$ cat config.mk
export PLATFORM = sky130hd
export DESIGN_NAME = imp_cal_seq
export DESIGN_NICKNAME = d
export VERILOG_FILES = /design/src/rtl/imp_cal_pkg.sv /design/src/rtl/imp_cal_sync.sv /design/src/rtl/imp_cal_timer.sv /design/src/rtl/imp_cal_vref.sv /design/src/rtl/imp_cal_seq.sv
export SDC_FILE = /design/constraint.sdc
export NUM_CORES = 1
export LEC_CHECK = 0
export BUFFER_PORTS_ARGS = -buffer_cell sky130_fd_sc_hd__buf_2
export CAP_MARGIN = 15
export CELL_PAD_IN_SITES_DETAIL_PLACEMENT = 1
export CELL_PAD_IN_SITES_GLOBAL_PLACEMENT = 2
export CORE_UTILIZATION = 35
export CTS_BUF_LIST = sky130_fd_sc_hd__clkbuf_2
export CTS_CLUSTER_DIAMETER = 50
export CTS_CLUSTER_SIZE = 28
export DETAILED_ROUTE_END_ITERATION = 6
export GPL_TIMING_DRIVEN = 0
export PLACE_DENSITY_LB_ADDON = 0.1
export SLEW_MARGIN = 10
export SYNTH_ARGS = -nofsm -noshare
export SYNTH_HDL_FRONTEND = slang
export SYNTH_HIERARCHICAL = 1
export SYNTH_SLANG_ARGS = --single-unit
$ cat constraint.sdc
create_clock -name clk -period 6.7 [get_ports clk]
set_clock_uncertainty 0.2 [all_clocks]
set_input_delay 0.67 -clock clk [delete_from_list [all_inputs] [get_ports clk]]
set_output_delay 0.67 -clock clk [all_outputs]
set_load 0.02 [all_outputs]
$ cat src/rtl/imp_cal_pkg.sv
// Shared types and reference lookup for the impedance calibration sequencer.
// Assumes three active searches; the pull-up termination search is never run.
package imp_cal_pkg;

    localparam int VREF_W = 6;

    typedef enum logic [1:0] {
        PH_PU = 2'd0,
        PH_PD = 2'd1,
        PH_TN = 2'd2
    } phase_e;

    typedef enum logic [1:0] {
        ST_IDLE  = 2'd0,
        ST_INIT  = 2'd1,
        ST_SWEEP = 2'd2
    } state_e;

    // Reference code for a given termination state and search.
    function automatic logic [VREF_W-1:0] vref_lookup(input logic odt, input phase_e ph);
        logic [VREF_W-1:0] v;
        case (ph)
            PH_PD:   v = 6'h33;
            PH_PU,
            PH_TN:   v = odt ? 6'h3A : 6'h37;
            default: v = '0;
        endcase
        return v;
    endfunction

endpackage

$ cat src/rtl/imp_cal_sync.sv
// Multi-flop synchronizer for the asynchronous comparator bit.
// Assumes STAGES >= 2; reset value is 0.
module imp_cal_sync #(
    parameter int STAGES = 2
) (
    input  logic clk,
    input  logic rst_n,
    input  logic d,
    output logic q
);
    logic [STAGES-1:0] chain;

    // Shift the input through the flop chain.
    always_ff @(posedge clk) begin
        if (!rst_n) chain <= '0;
        else        chain <= {chain[STAGES-2:0], d};
    end

    assign q = chain[STAGES-1];
endmodule

$ cat src/rtl/imp_cal_timer.sv
// Settle-interval down-counter. A load sets it to LOAD_VAL, and it then counts
// down to zero and holds there. Assumes LOAD_VAL fits in CNT_W bits.
module imp_cal_timer #(
    parameter int LOAD_VAL = 200,
    parameter int CNT_W    = 8
) (
    input  logic clk,
    input  logic rst_n,
    input  logic load,
    output logic expired
);
    localparam logic [CNT_W-1:0] LOAD_V = CNT_W'(LOAD_VAL);

    logic [CNT_W-1:0] cnt;

    // Reload on request, otherwise count down to zero.
    always_ff @(posedge clk) begin
        if (!rst_n)          cnt <= '0;
        else if (load)       cnt <= LOAD_V;
        else if (cnt != '0)  cnt <= cnt - 1'b1;
    end

    assign expired = (cnt == '0);
endmodule

$ cat src/rtl/imp_cal_vref.sv
// Reference select output stage: table value while active, zero while idle.
// Assumes the phase input is one of the three active searches.
module imp_cal_vref
    import imp_cal_pkg::*;
(
    input  logic              active,
    input  logic              odt_on,
    input  phase_e            phase,
    output logic [VREF_W-1:0] vref
);
    // Pick the reference code for the running search.
    always_comb vref = active ? vref_lookup(odt_on, phase) : '0;
endmodule

$ cat src/rtl/imp_cal_seq.sv
// Impedance calibration sequencer: runs the pull-up, pull-down drive and
// termination searches in turn. Each one steps a code upward and stops on the
// search's comparator level, then results are published with a done pulse.
// Assumes SETTLE_CYC >= 2 (covers synchronizer latency) and cmp_in follows
// the code outputs combinationally in the analog circuit.
module imp_cal_seq
    import imp_cal_pkg::*;
#(
    parameter int CODE_W     = 5,
    parameter int RES_W      = 8,
    parameter int SETTLE_CYC = 200,
    parameter int SYNC_STG   = 2
) (
    input  logic                            clk,
    input  logic                            rst_n,
    input  logic                            start,
    input  logic                            odt_on,
    input  logic                            cmp_in,
    output logic [CODE_W-1:0]               drv_p_code,
    output logic [CODE_W-1:0]               drv_n_code,
    output logic [imp_cal_pkg::VREF_W-1:0]  vref_sel,
    output logic                            cal_en,
    output logic                            en_p,
    output logic                            en_n,
    output logic                            busy,
    output logic                            done,
    output logic [RES_W-1:0]                res_pu,
    output logic [RES_W-1:0]                res_pd,
    output logic [RES_W-1:0]                res_tp,
    output logic [RES_W-1:0]                res_tn,
    output logic                            fail_pu,
    output logic                            fail_pd,
    output logic                            fail_tn
);
    localparam int               CNT_W    = $clog2(SETTLE_CYC + 1);
    localparam logic [CODE_W-1:0] CODE_MAX = '1;
    localparam int               PAD_W    = RES_W - CODE_W;

    state_e            st;
    phase_e            ph;
    logic [CODE_W-1:0] code;
    logic [CODE_W-1:0] pu_hold;
    logic [CODE_W-1:0] pd_hold;
    logic              f_pu_w;
    logic              f_pd_w;
    logic              cmp_s;
    logic              tmr_load;
    logic              tmr_zero;
    logic              target;
    logic              hit;
    logic              judge;
    logic              stop;
    logic              last;

    imp_cal_sync #(.STAGES(SYNC_STG)) u_sync (
        .clk   (clk),
        .rst_n (rst_n),
        .d     (cmp_in),
        .q     (cmp_s)
    );

    imp_cal_timer #(.LOAD_VAL(SETTLE_CYC), .CNT_W(CNT_W)) u_tmr (
        .clk     (clk),
        .rst_n   (rst_n),
        .load    (tmr_load),
        .expired (tmr_zero)
    );

    imp_cal_vref u_vref (
        .active (busy),
        .odt_on (odt_on),
        .phase  (ph),
        .vref   (vref_sel)
    );

    // Stop level and decision for the current code.
    always_comb begin
        target = (ph == PH_PU);
        hit    = (cmp_s == target);
        judge  = (st == ST_SWEEP) && tmr_zero;
        stop   = judge && (hit || (code == CODE_MAX));
        last   = stop && (ph == PH_TN);
    end

    // Restart the settle interval on start, on leaving the init wait and on each new code.
    always_comb tmr_load = ((st == ST_IDLE) && start)
                        || ((st == ST_INIT) && tmr_zero)
                        || (judge && !last);

    // Sequencer state, sweep code, per-search holds and published results.
    always_ff @(posedge clk) begin
        if (!rst_n) begin
            st      <= ST_IDLE;
            ph      <= PH_PU;
            code    <= '0;
            pu_hold <= '0;
            pd_hold <= '0;
            f_pu_w  <= 1'b0;
            f_pd_w  <= 1'b0;
            res_pu  <= '1;
            res_pd  <= '1;
            res_tp  <= '1;
            res_tn  <= '1;
            fail_pu <= 1'b0;
            fail_pd <= 1'b0;
            fail_tn <= 1'b0;
            done    <= 1'b0;
        end else begin
            done <= 1'b0;
            case (st)
                ST_IDLE: begin
                    if (start) begin
                        st      <= ST_INIT;
                        ph      <= PH_PU;
                        code    <= '0;
                        pu_hold <= '0;
                        pd_hold <= '0;
                    end
                end
                ST_INIT: begin
                    if (tmr_zero) st <= ST_SWEEP;
                end
                ST_SWEEP: begin
                    if (stop) begin
                        code <= '0;
                        case (ph)
                            PH_PU: begin
                                pu_hold <= code;
                                f_pu_w  <= !hit;
                                ph      <= PH_PD;
                            end
                            PH_PD: begin
                                pd_hold <= code;
                                f_pd_w  <= !hit;
                                ph      <= PH_TN;
                            end
                            default: begin
                                code    <= code;
                                st      <= ST_IDLE;
                                done    <= 1'b1;
                                res_pu  <= {{PAD_W{1'b0}}, pu_hold};
                                res_pd  <= {{PAD_W{1'b0}}, pd_hold};
                                res_tp  <= '0;
                                res_tn  <= {{PAD_W{1'b0}}, code};
                                fail_pu <= f_pu_w;
                                fail_pd <= f_pd_w;
                                fail_tn <= !hit;
                            end
                        endcase
                    end else if (judge) begin
                        code <= code + 1'b1;
                    end
                end
                default: st <= ST_IDLE;
            endcase
        end
    end

    // Analog-side controls derived from state and search.
    always_comb begin
        busy       = (st != ST_IDLE);
        cal_en     = busy;
        en_p       = (st == ST_SWEEP) && (ph == PH_PU);
        en_n       = (st == ST_SWEEP) && (ph == PH_TN);
        drv_p_code = ((st == ST_SWEEP) && (ph == PH_PU)) ? code : pu_hold;
        drv_n_code = (ph == PH_PU) ? '0 : code;
    end
endmodule

# Yosys cells after proc, flatten, opt, wreduce, memory -nomap -nowiden

Cells that the tools add are included.

Input bits: 5
Logic and storage cells: 97
Bits in registers: 67
Output and inout bits: 56

Add/sub/neg operators: 2
Multiplexer cells: 28
Bitwise logic cells: 2
Equal/unequal tests: 15
Reduce and logical (&&, ||, !) cells: 32

Operator list:

| operator            | count |
|---|---|
| $mux 5              | 10 |
| $pmux 5 s2          | 3 |
| $reduce_and 4->1    | 5 |
| $mux 8              | 2 |
| $mux 2              | 6 |
| $pmux 6 s2          | 1 |
| $reduce_and 3->1    | 4 |
| $ne 2x2->1 const B  | 5 |
| $logic_and 1x1->1   | 8 |
| $logic_not 8->1     | 1 |
| $pmux 2 s2          | 2 |
| $reduce_bool 8->1   | 1 |
| $sub 8x1->8 const B | 1 |
| $mux 6              | 1 |
| $ne 3x3->1 const B  | 2 |
| $pmux 2 s3          | 1 |
| $reduce_bool 2->1   | 3 |
| $reduce_or 2->1     | 3 |
| $add 5x1->5 const B | 1 |
| $eq 5x5->1 const B  | 1 |
| $eq 2x1->1 const B  | 2 |
| $eq 2x2->1 const B  | 2 |
| $logic_not 2->1     | 2 |
| $mux 4              | 1 |
| other kinds (7)     | 11 |

# Logic depth before layout (Yosys ltp)

Depth in word-level cells: 9
Mapped depth: 10
Mapped depth without buffers: 9

# By module

The synthesis kept the hierarchy.

By module, submodules not included:

| module        | area an instance (sq um) | cells each | times used | seq. area each (sq um) |
|---|---|---|---|---|
| imp_cal_seq   | 1,966.9                  | 217        | 1          | 820.8 |
| imp_cal_timer | 412.9                    | 45         | 1          | 160.2 |
| imp_cal_vref  | 55.1                     | 7          | 1          | 0.0 |
| imp_cal_sync  | 52.6                     | 4          | 1          | 40.0 |

# Worst setup path after synthesis

OpenSTA, ideal clock, no wires.

Path kind: reg-to-reg
From: register code[2]
To: register code[2]
Setup slack: 4.276 ns
Required time: 6.441 ns
Library setup time: 0.059 ns
Stages on the path, launching flop included: 8
Arrival time: 2.166 ns
Period minus slack after synthesis: 2.424 ns
Buffers on the path: 1
Cell sequence: dfxtp_1 > clkdlybuf4s50_2 > and3_1 > ha_1 > nor4_2 > a21oi_4 > a2111oi_0 > o21ba_1

Cells in the longest elaborated chain, start to end: 5
Elaborated cells between the ends (all ways): 10
Those cells by class: add/sub (1); eq/ne (3); mux (3); reduce/logical (3)

RTL lines:

| item                                                                | line               | text |
|---|---|---|
| from (decl)                                                         | imp_cal_seq.sv:41  | `logic [CODE_W-1:0] code;` |
| from (signal assigned)                                              | imp_cal_seq.sv:138 | `code <= code;` |
| from (signal assigned)                                              | imp_cal_seq.sv:151 | `code <= code + 1'b1;` |
| parallel branches: the longest is 5 deep, another holds $add 5x1->5 | --                 |  |

Parallel ways; which one is timed is not known. The select of a mux whose other input is x is not followed.
A chain may end at the register's enable or synchronous reset.

# Worst setup path after layout

From: register ph[0]
To: output port drv_p_code[0]

Cells in the longest elaborated chain, start to end: 3

RTL lines:

| item                   | line               | text |
|---|---|---|
| from (decl)            | imp_cal_seq.sv:40  | `phase_e ph;` |
| from (signal assigned) | imp_cal_seq.sv:94  | `ph <= PH_PU;` |
| from (signal assigned) | imp_cal_seq.sv:114 | `ph <= PH_PU;` |
| from (signal assigned) | imp_cal_seq.sv:130 | `ph <= PH_PD;` |
| $logic_not 2->1        | imp_cal_seq.sv:165 | `drv_p_code = ((st == ST_SWEEP) && (ph == PH_PU)) ? code : pu_hold;` |
| $logic_and 1x1->1      | imp_cal_seq.sv:165 |  |
| $mux 5                 | imp_cal_seq.sv:165 |  |
| to (decl)              | imp_cal_seq.sv:19  | `output logic [CODE_W-1:0] drv_p_code,` |

No other way between the ends.

==> results.yml <==
run_status:
  status: "complete, no violations"
global_routing:
  grt_pass1_wl_um: 10400
  grt_overflow_total: 0
  grtUsageTotal_pct: 17.9
  antenna_found_initial: 0
  grt_pass1_vias: 2011
  grt_max_degree: 19
clocking:
  cts_tree: "done"
  cts_made_buffers: 5
  clock_latency_ns: 0.45
  cts_resized: 0
  ctsHoldBuffers: 0
  htreeDepth: 2
  clockBufferDepth: 2
  cts.sinks: 51
  post_cts_buffers: 0
  ctsRootBufferMaster: "clkbuf_2"
  clk_pin_slew_ns: 0.28
synthesis:
  yosys_warnings: 6
  syn_inst: 273
  ys_ff_latch: 51
  synthesis.area_sq_um: 2490
  ys_seq_area_share_pct: 41.0
  synth_flop_cell: "dfxtp_1"
  syn_area_per_cell_sq_um: 9.11
  synth_edf_count: 0
  synth_cell_types: 58
  synth-async-reset-ratio_pct: 0
  synth_nets: 281
setup_path:
  path_max_fanout: 9
  critPathArrivalTime_ns: 2.22
  crit_family: "simple AND/OR/NAND/NOR gates"
  max_stage_delay_ns: 0.61
  reg2reg_from: "u_tmr/cnt[4]"
  ff2ff_path_depth: 6
  path_cells: "buf_6 > nor4b_4 > mux2_2 > buf_2"
  reg2reg_setup_slack_ns: 3.79
  worst_path_max_delay_cell: "nor4b_4"
  required_ns: 5.83
  critPathBufInv: 2
  crit_path_end_kind: "output pin"
  start_kind: "flip-flop"
  path_class: "reg -> out"
  r2r-end: "pu_hold[2]"
sta:
  maxSlewHeadroom_pct: 47.2
  min_period_ns: 3.09
  final_hold_viol_count: 0
  setup_tns_ns: 0
  period_share_pct: 46.2
  fmax_mhz: 323
  worst_pin_slew_ns: 0.786
  slew_viol_final: 0
  rsz0062_at_grt: "no"
  setup_violations: 0
floorplanning:
  die_h_um: 86.3
  start_util_pct: 36.4
  boundaryPins: 61
  die_area_sq_um: 7450
  die_w_um: 86.3
  core_sq_um: 6830
  num_rows: 30
power:
  intPower_w: 0.000481
  swShare_pct: 39.4
  power_frac_comb_pct: 38.2
  p_leak_nw: 1.33
  clock_power_share_pct: 15.8
  power_density_nw_per_um2: 269
  ir_drop_mv: 0.175
  seqPwrFrac_pct: 46.1
  p_sw_w: 0.000312
cells_and_area:
  diodes: 0
  mostFrequentLayoutCells: "buf_2, dfxtp_1, nand2_1, buf_4, nand3_1"
  stdcell_area_sq_um: 2950
  layout.nets: 348
  layout-drive-gt1-share_pct: 35.8
  final_common_cell: "buf_2"
  utilization_pct: 43.2
  area_delta_synth_final_pct: 18.5
  n_fill_cell: 861
drt:
  firstDrtPassIters: 4
  via_per_inst: 4.91
  route.detailed.wl_per_inst_um: 14.3
  final_antenna_net_count: 0
  finalWirelength_um: 6260
  drc_errors: 0
  drt_iter0_markers: 37
  vias: 2145
placement:
  dp_hpwl_um: 4560
  port_buffers: 60
  dpl-instance-area_sq_um: 2910
  gp_congestion: 0.787
min_path:
  hold_start: "cmp_in"
  hold_path_depth: 2
  hold_path_end: "u_sync/chain[0]"
  hold_class: "in -> reg"
run:
  cap_violations: 0
cells by family after synthesis:
family,synth area share (%)
xor+xnor,0.352
mux,2.72
simple gates,24.7
buf+inv,11.5
fa+ha+maj,1.51
compound gates,18.2
flops,41.0
cell type report:
cell class              count  area [sq um]  area share (%)
inverters                   7          26.3           0.891
multi-input cells         181          1180            40.0
plain buffers              34           260            8.83
repair buffers             60           300            10.2
flip-flops and latches     51          1020            34.6
clock buffers               5          25.0           0.849
clock inverters             3          15.0           0.509
well taps                  96           120            4.07
power by group through the flow:
| stage | combinational (W) | sequential [W] | clock, W |
|---|---|---|---|
| floorplan | 0.000237 | 0.000363 | 0 |
| global placement | 0.000299 | 0.000370 | 0 |
| detailed placement | 0.000303 | 0.000371 | 0 |
| CTS | 0.000304 | 0.000366 | 0.000130 |
| global route | 0.000337 | 0.000371 | 0.000143 |
| finish | 0.000303 | 0.000365 | 0.000125 |
worst max-delay path by stage:
stage,startpoint,endpoint,slack (ns),cells past startpoint
2_1_floorplan,code[2],code[2],4.28,7
3_3_place_gp,u_tmr/cnt[4],pu_hold[2],3.84,6
3_5_place_dp,u_tmr/cnt[4],u_tmr/cnt[1],3.86,7
4_1_cts,ph[0],drv_p_code[4],3.57,4
5_1_grt,ph[0],drv_p_code[4],3.44,4
6_report,ph[0],drv_p_code[0],3.61,4
per-stage QoR:
step / total power (W) / worst slack (ns) / instances / hold WS [ns]
floorplan: 0.000600 / 4.28 / 273 / 0.212
global placement: 0.000670 / 3.84 / 429 / 0.217
detailed placement: 0.000675 / 3.86 / 429 / 0.226
CTS: 0.000800 / 3.57 / 437 / 0.176
global route: 0.000850 / 3.44 / 437 / 0.152
finish: 0.000793 / 3.61 / 437 / 0.207
synth_stat cells, drive strengths merged, types with 2 or more instances:
library cell   n  area [sq um]
a211o          2          17.5
a211oi         3          32.5
a21boi         2          22.5
a21oi         13          76.3
a22o           8          70.1
a31oi          5          31.3
a32o           5          56.3
and2           7          43.8
and3           5          31.3
and3b          2          17.5
buf           26           186
clkbuf         6          52.6
dfxtp         51          1020
ha             3          37.5
inv            6          22.5
mux2           6          67.6
nand2         43           161
nand2b         5          33.8
nand3         17          85.1
nor2           7          26.3
nor3           6          30.0
nor3b          4          30.0
nor4           3          25.0
o21ai          6          33.8
o31a           5          43.8
or2            2          12.5
or3            3          18.8
or3b           2          17.5
worst reg2reg max path, delay by kind of cell (launching register included):
family                 cells  cell delay, ns
AO/OA/AOI/OAI              1            0.22
flip-flops                 1            0.43
buffers and inverters      1            0.26
AND/OR/NAND/NOR            4            1.76
layer usage:
| layer | vias up | GRT usage (%) | share of wire (%) |
|---|---|---|---|
| met3 | 7 | 3.43 | 3.0 |
| met5 | - | 0 | 0 |
| li1 | 1092 | - | - |
| met1 | 1010 | 24.7 | 49 |
| met4 | 0 | 5.00 | 1.3 |
| met2 | 36 | 28.6 | 46 |
state kept, by name, indices dropped and copies added (netlist names), 2 cells and up:
register and cells:
res_pd 5, st 2, res_pu 6, u_tmr/cnt 8, ph 2, code 5
pd_hold 5, u_sync/chain 2, res_tn 5, pu_hold 5
No activity file was read; power rests on OpenSTA's default activity.
